File: config.mk
export PLATFORM = sky130hd
export DESIGN_NAME = rb_top
export DESIGN_NICKNAME = d
export VERILOG_FILES = /design/src/rtl/rb_pkg.sv /design/src/rtl/rb_reset_sync.sv /design/src/rtl/rb_route.sv /design/src/rtl/rb_gate_reg.sv /design/src/rtl/rb_top.sv
export SDC_FILE = /design/constraint.sdc
export NUM_CORES = 1
export LEC_CHECK = 0
export ABC_AREA = 1
export ABC_CLOCK_PERIOD_IN_PS = 1050
export BUFFER_PORTS_ARGS = -buffer_cell sky130_fd_sc_hd__buf_4
export CAP_MARGIN = 20
export CORE_MARGIN = 2
export CORE_UTILIZATION = 44
export DETAILED_ROUTE_END_ITERATION = 7
export PLACE_DENSITY = 0.85
export SETUP_SLACK_MARGIN = 0.15
export SKIP_LAST_GASP = 1
export SYNTH_ARGS = -nofsm -noshare
export SYNTH_HDL_FRONTEND = slang
export SYNTH_SLANG_ARGS = --single-unit
File: constraint.sdc
create_clock -name clk -period 1.05 [get_ports clk]
set_clock_uncertainty 0.05 [all_clocks]
set_input_delay 0.0525 -clock clk [delete_from_list [all_inputs] [get_ports clk]]
set_output_delay 0.0525 -clock clk [all_outputs]
set_load 0.01 [all_outputs]
File: src/rtl/rb_pkg.sv
package rb_pkg;

  typedef enum logic [1:0] {
    RM_WIDE     = 2'd0,
    RM_DUP_LOW  = 2'd1,
    RM_DUP_HIGH = 2'd2
  } route_mode_e;

  function automatic route_mode_e decode_straps(input logic dup, input logic upper);
    if (!dup)      return RM_WIDE;
    else if (upper) return RM_DUP_HIGH;
    else            return RM_DUP_LOW;
  endfunction

endpackage

File: src/rtl/rb_reset_sync.sv
module rb_reset_sync #(
  parameter int STAGES = 2
) (
  input  logic clk,
  input  logic rst_n,
  output logic rst_sync_n
);
  logic [STAGES-1:0] chain;

  generate
    if (STAGES == 1) begin : g_one
      always_ff @(posedge clk or negedge rst_n) begin
        if (!rst_n) chain <= '0;
        else        chain <= 1'b1;
      end
    end else begin : g_many
      always_ff @(posedge clk or negedge rst_n) begin
        if (!rst_n) chain <= '0;
        else        chain <= {chain[STAGES-2:0], 1'b1};
      end
    end
  endgenerate

  assign rst_sync_n = chain[STAGES-1];
endmodule

File: src/rtl/rb_route.sv
module rb_route
  import rb_pkg::*;
#(
  parameter int WIDE_W = 25,
  parameter int DUP_W  = 14
) (
  input  route_mode_e           mode,
  input  logic [WIDE_W-1:0]     d,
  output logic [2*DUP_W-1:0]    r
);
  localparam int OUT_W  = 2 * DUP_W;
  localparam int HI_OFF = WIDE_W - DUP_W;

  for (genvar k = 0; k < OUT_W; k++) begin : g_bit
    localparam int SRC = k % DUP_W;
    logic wide_bit;
    if (k < WIDE_W) begin : g_w
      assign wide_bit = d[k];
    end else begin : g_spare
      assign wide_bit = 1'b0;
    end
    always_comb begin
      unique case (mode)
        RM_DUP_LOW:  r[k] = d[SRC];
        RM_DUP_HIGH: r[k] = d[SRC + HI_OFF];
        default:     r[k] = wide_bit;
      endcase
    end
  end
endmodule

File: src/rtl/rb_gate_reg.sv
module rb_gate_reg #(
  parameter int W = 28
) (
  input  logic         clk,
  input  logic         rst_sync_n,
  input  logic         load,
  input  logic [W-1:0] nxt,
  output logic [W-1:0] q
);
  always_ff @(posedge clk or negedge rst_sync_n) begin
    if (!rst_sync_n) q <= '0;
    else if (load)   q <= nxt;
  end


  hold_chk: assert property (@(posedge clk) disable iff (!rst_sync_n)
    !load |=> $stable(q));


  load_chk: assert property (@(posedge clk) disable iff (!rst_sync_n)
    load |=> (q == $past(nxt)));
endmodule

File: src/rtl/rb_top.sv
module rb_top
  import rb_pkg::*;
#(
  parameter int WIDE_W      = 25,
  parameter int DUP_W       = 14,
  parameter int SYNC_STAGES = 2,
  parameter int OUT_W       = 2 * DUP_W
) (
  input  logic              clk,
  input  logic              rst_n,
  input  logic              mode_dup,
  input  logic              dup_upper,
  input  logic [1:0]        cs_n,
  input  logic [WIDE_W-1:0] d_in,
  output logic [OUT_W-1:0]  q_out,
  output logic [1:0]        cs_q_n
);
  logic        rst_sync_n;
  route_mode_e mode;
  logic [OUT_W-1:0] routed;
  logic        load;

  rb_reset_sync #(.STAGES(SYNC_STAGES)) i_sync (
    .clk(clk), .rst_n(rst_n), .rst_sync_n(rst_sync_n)
  );

  assign mode = decode_straps(mode_dup, dup_upper);

  rb_route #(.WIDE_W(WIDE_W), .DUP_W(DUP_W)) i_route (
    .mode(mode), .d(d_in), .r(routed)
  );

  assign load = ~&cs_n;

  rb_gate_reg #(.W(OUT_W)) i_data (
    .clk(clk), .rst_sync_n(rst_sync_n), .load(load), .nxt(routed), .q(q_out)
  );

  always_ff @(posedge clk or negedge rst_sync_n) begin
    if (!rst_sync_n) cs_q_n <= '0;
    else             cs_q_n <= cs_n;
  end


  wide_spare_low_chk: assert property (@(posedge clk) disable iff (!rst_sync_n)
    !mode_dup |-> (q_out[OUT_W-1:WIDE_W] == '0));


  dup_match_chk: assert property (@(posedge clk) disable iff (!rst_sync_n)
    mode_dup |-> (q_out[DUP_W-1:0] == q_out[OUT_W-1:DUP_W]));


  cs_track_chk: assert property (@(posedge clk) disable iff (!rst_sync_n)
    1'b1 |=> (cs_q_n == $past(cs_n)));


  reset_clear_chk: assert property (@(posedge clk)
    !rst_sync_n |-> (q_out == '0 && cs_q_n == '0));
endmodule

# --- Word level (Yosys, flattened, before mapping) ---
# Cells that the tools add are included.
totals:
  register_bits: 32
  output_inout_bits: 30
  inputBits: 31
  wordCells: 36
op_classes:
  n_eq_ne: 2
  reduce_logical: 1
  muxes: 30
ops:
  columns: ["op", "count"]
  rows:
  - ["one-hot mux 1 bit (2 select lines)", 14]
  - ["two-way mux 1 bit", 14]
  - ["two-way mux 2 bit", 2]
  - ["equality test 2 x 1 -> 1 bit, second input constant", 1]
  - ["equality test 2 bit, second input constant", 1]
  - ["AND reduction 2 bit", 1]

# --- Longest topological paths before layout ---
depth:
  ltp_word: 4
  ltp_mapped: 7
  ltp_nobuf: 6

# --- Cells and area by module ---
# Synthesis repeated with hierarchy kept, for this count alone.
unflattened:
  hier_cells: 253
  hier_area_um2: 1774.2
modules_own_cells:
  columns: ["mod", "seq_area_each_um2", "area_each_um2", "instances", "cells_per_inst"]
  rows:
  - ["rb_gate_reg", 700.7, 1076.0, 1, 118]
  - ["rb_route", 0.0, 573.0, 1, 125]
  - ["rb_top", 50.0, 71.3, 1, 7]
  - ["rb_reset_sync", 50.0, 53.8, 1, 3]

# --- Worst setup path after synthesis ---
# Ideal clock, no wire load.
synth_path:
  path_type: "input port to flip-flop"
  startpoint: "in mode_dup"
  endpoint: "reg i_data.q[23]"
  path_slack_ns: 0.287
  stages: 6
  n_path_buf: 2
  required_ns: 0.883
  setup_time_ns: 0.117
  t_arrival_ns: 0.596
  cell_sequence: "buf_4 buf_6 nand3_1 nand2_1 nor2_1 nor2_1"
synth_via:
  elab_chain_cells: 3
  word_cells_on_any_way: 4
  classes_between: "eq/ne: 2; mux: 2"
synth_lines:
  columns: ["element", "line", "rtl"]
  rows:
  - ["from (decl)", "rb_top.sv:11", "input logic mode_dup,"]
  - ["two-way mux 2 bit (*)", "rb_pkg.sv:10", "if (!dup) return RM_WIDE;"]
  - ["equality test 2 bit / equality test 2 x 1 -> 1 bit (equally long branches)", "rb_route.sv:23", "unique case (mode)"]
  - ["one-hot mux 1 bit (2 select lines) (*)", "rb_route.sv:23", null]
  - ["to (signal assigned)", "rb_gate_reg.sv:12", "else if (load) q <= nxt;"]
  - ["to (decl)", "rb_gate_reg.sv:8", "output logic [W-1:0] q"]
# Every way passes the cells marked *; elsewhere a longest branch is shown, timed or not.
# A chain may end at the register's enable or synchronous reset.

# --- Worst setup path after layout ---
layout_path:
  startpoint: "reg i_data.q[14]"
  endpoint: "out q_out[14]"
layout_rtl:
  columns: ["element", "line", "rtl"]
  rows:
  - ["to (decl)", "rb_top.sv:15", "output logic [OUT_W-1:0] q_out,"]
# No word-level cell between the ends.

==> summary.md <==
| Metric | Value |
|---|---|
| Die area | 4310 um2 |
| Final GP Congestion | 0.884 |
| RSZ-0062 raised after global routing | true |
| Final period util | 89.5% |
| Max_cap viols | 0 |
| Seq cells post-synth | 32 |
| Final Max Slew Viols | 0 |
| Pre-CTS WS | 105 ps |
| Hold Crit Class | input port to flip-flop |
| Starting density of the core | 45.7% |
| Buffers plus inverters on the worst setup path | 1 |
| Largest net degree at the start of global routing | 26 |
| Final min period | 940 ps |
| Layout area overhead | 52.2% |
| Synth area leaders | dfrtp_1 48%, nand2_1 26%, nor2_1 7.4% |
| Share of cells above drive strength 1 | 33.9% |
| Number of core rows | 22 |
| Worst path cell trace | buf_6 |
| Final worst slack | 110 ps |
| Placed inst area | 2150 um2 |
| Final wirelength | 4450 um |
| First-pass GRT wire length | 7230 um |
| Crit path required time | between 900 and 1000 ps |
| Final Hold Viols | 0 |
| Global route total overflow | 0 |
| Syn Nets | 258 |
| CP max-delay cell | dfrtp_1 |
| Clock-pin slew on the worst setup and hold paths | 70 ps |
| Synth top area share | 47.8% |
| Num ports | 61 |
| Post-synth top cells | 116 x nand2_1, 33 x nor2_1, 32 x dfrtp_1 |
| Seq/Total Area, Yosys | 47.8% |
| Synth cell types | 14 |
| Clk buf depth | 2 |
| Antenna viol nets, final | 0 |
| Max incr delay on CP | about 400 ps |
| Critical Path End Type | output port |
| Fin area | about 2500 um2 |
| All-Layer GR Usage | ~22% |
| Die height | 65.7 um |
| Most frequent cell after synthesis | nand2_1 |
| Crit-path leading delay family | flip-flops |
| DPL Wire Length | 3050 um |
| Total Negative Setup Slacks | 0 ps |
| Syn Area/Cell | 7.37 um2 |
| Setup violators final | 0 |
| Filler cell count | 309 |
| CP startpoint kind | flip-flop |
| Number of cells produced by synthesis | 227 |
| H-tree depth | 2 |
| Via Count | 1687 |
| CTS Buf Count | 5 |
| Vias/cell | 4.75 |
| Vias in the first global route | 1577 |
| Status | finished, final reports clean |
| Core ar. | about 3700 um2 |
| Arr. time, crit path | 840 ps |
| Fraction of registers with async set/reset | 100% |
| CTS tree | done |
| VDD IR max | 0.000568 V |
| Clock Sinks | 32 |
| Initial antenna violation count | 0 |
| PD cells | 1430 nW/um2 |
| Worst skew pair latency | 290 ps |
| EDFF count, synth | 0 |
| Drt pass-1 iters | 4 |
| Ys Warns | 0 |
| 1st-iter DRT viols | 130 |
| Synthesized area | approximately 1700 um2 |
| WS Path Type | flip-flop to output port |
| Diode count | 0 |
| DR WL/cell | 12.5 um |
| Leakage | 0.00145 uW |
| Yosys top cell by area | dfrtp_1 |
| Max Fclk | 1060 MHz |
| Root Driver | clkbuf_8 |
| CP max FO | 2 |
| Reg2Reg Setup Slack | ~200 ps |
| NumNets Final | roughly 340 |
| Residual DRC | 0 |
| # port buffers | 60 |
| Post-synth top flop | dfrtp_1 |
| Hold WS | 18.7 ps |
| Die Width | 65.7 um |
## final timing paths
kind                                  from              end  cells after the start
max                           i_data.q[14]        q_out[14]                      1
min                               d_in[13]     i_data.q[13]                      5
max reg2reg                   i_data.q[18]     i_data.q[18]                      3
min reg2reg                i_sync.chain[1]     i_data.q[27]                      0
max in group asynchronous  i_sync.chain[1]        cs_q_n[1]                      1
min in group asynchronous            rst_n  i_sync.chain[1]                      2
## final cells by class
cell class / instances / area [um2] / area share (%)
repair buffers: 84 / 788 / 30.9
multi-input cells: 179 / 756 / 29.7
inverters: 4 / 15.0 / 0.589
flip-flops and latches: 32 / 802 / 31.5
clock inverters: 1 / 30.0 / 1.18
well taps: 48 / 60.1 / 2.36
clock buffers: 7 / 96.3 / 3.78
## through the flow
| stage | total power, uW | utilization (%) | std cells |
|---|---|---|---|
| 6_report | 3650 | 69.6 | 355 |
| 3_3_place_gp | 2150 | 58.7 | 327 |
| 3_5_place_dp | 2170 | 58.7 | 327 |
| 2_1_floorplan | 1800 | - | 227 |
| 5_1_grt | 3840 | 69.6 | 355 |
| 4_1_cts | 3640 | 68.9 | 353 |
## routing by layer
layer	global-route usage [%]	vias up	routed length (um)
met4	5.73	0	40
met5	0	-	0
met3	4.97	4	208
met2	36.1	48	2130
li1	-	851	-
met1	30.1	784	2070
## sequential cells by signal, summed over array words and instances, names as in the netlist
signal	count
i_sync.chain	2
cs_q_n	2
i_data.q	28
## report_power, final
part           leakage [uW]  switching (uW)  internal [uW]
sequential         0.000383            99.1           1360
combinational       0.00100             400            499
clock             0.0000645             457            837
total               0.00145             956           2690
## kinds of logic after synthesis
group / Yosys count / synth area share [%]
simple gates: 178 / 44.8
flops: 32 / 47.8
other cells: 1 / 0.224
buf+inv: 16 / 7.17
## placed cells by master (no fill, tap or decap), drive strengths merged
cell type / n
nor2: 33
inv: 4
buf: 81
clkbuf: 7
dlygate4sd3: 3
dfrtp: 32
nand2: 120
nand3: 25
conb: 1
bufinv: 1
## repair_timing
action | 4_1_cts | 5_1_grt
resized for setup | 28 | 3
setup endpoints to repair | 28 | 31
endpoints found under the hold margin | 4 | 0
gates cloned | 0 | 0
buffers inserted | 15 | 2
hold buffers | 3 | 0
(Power assumes the default switching activity.)
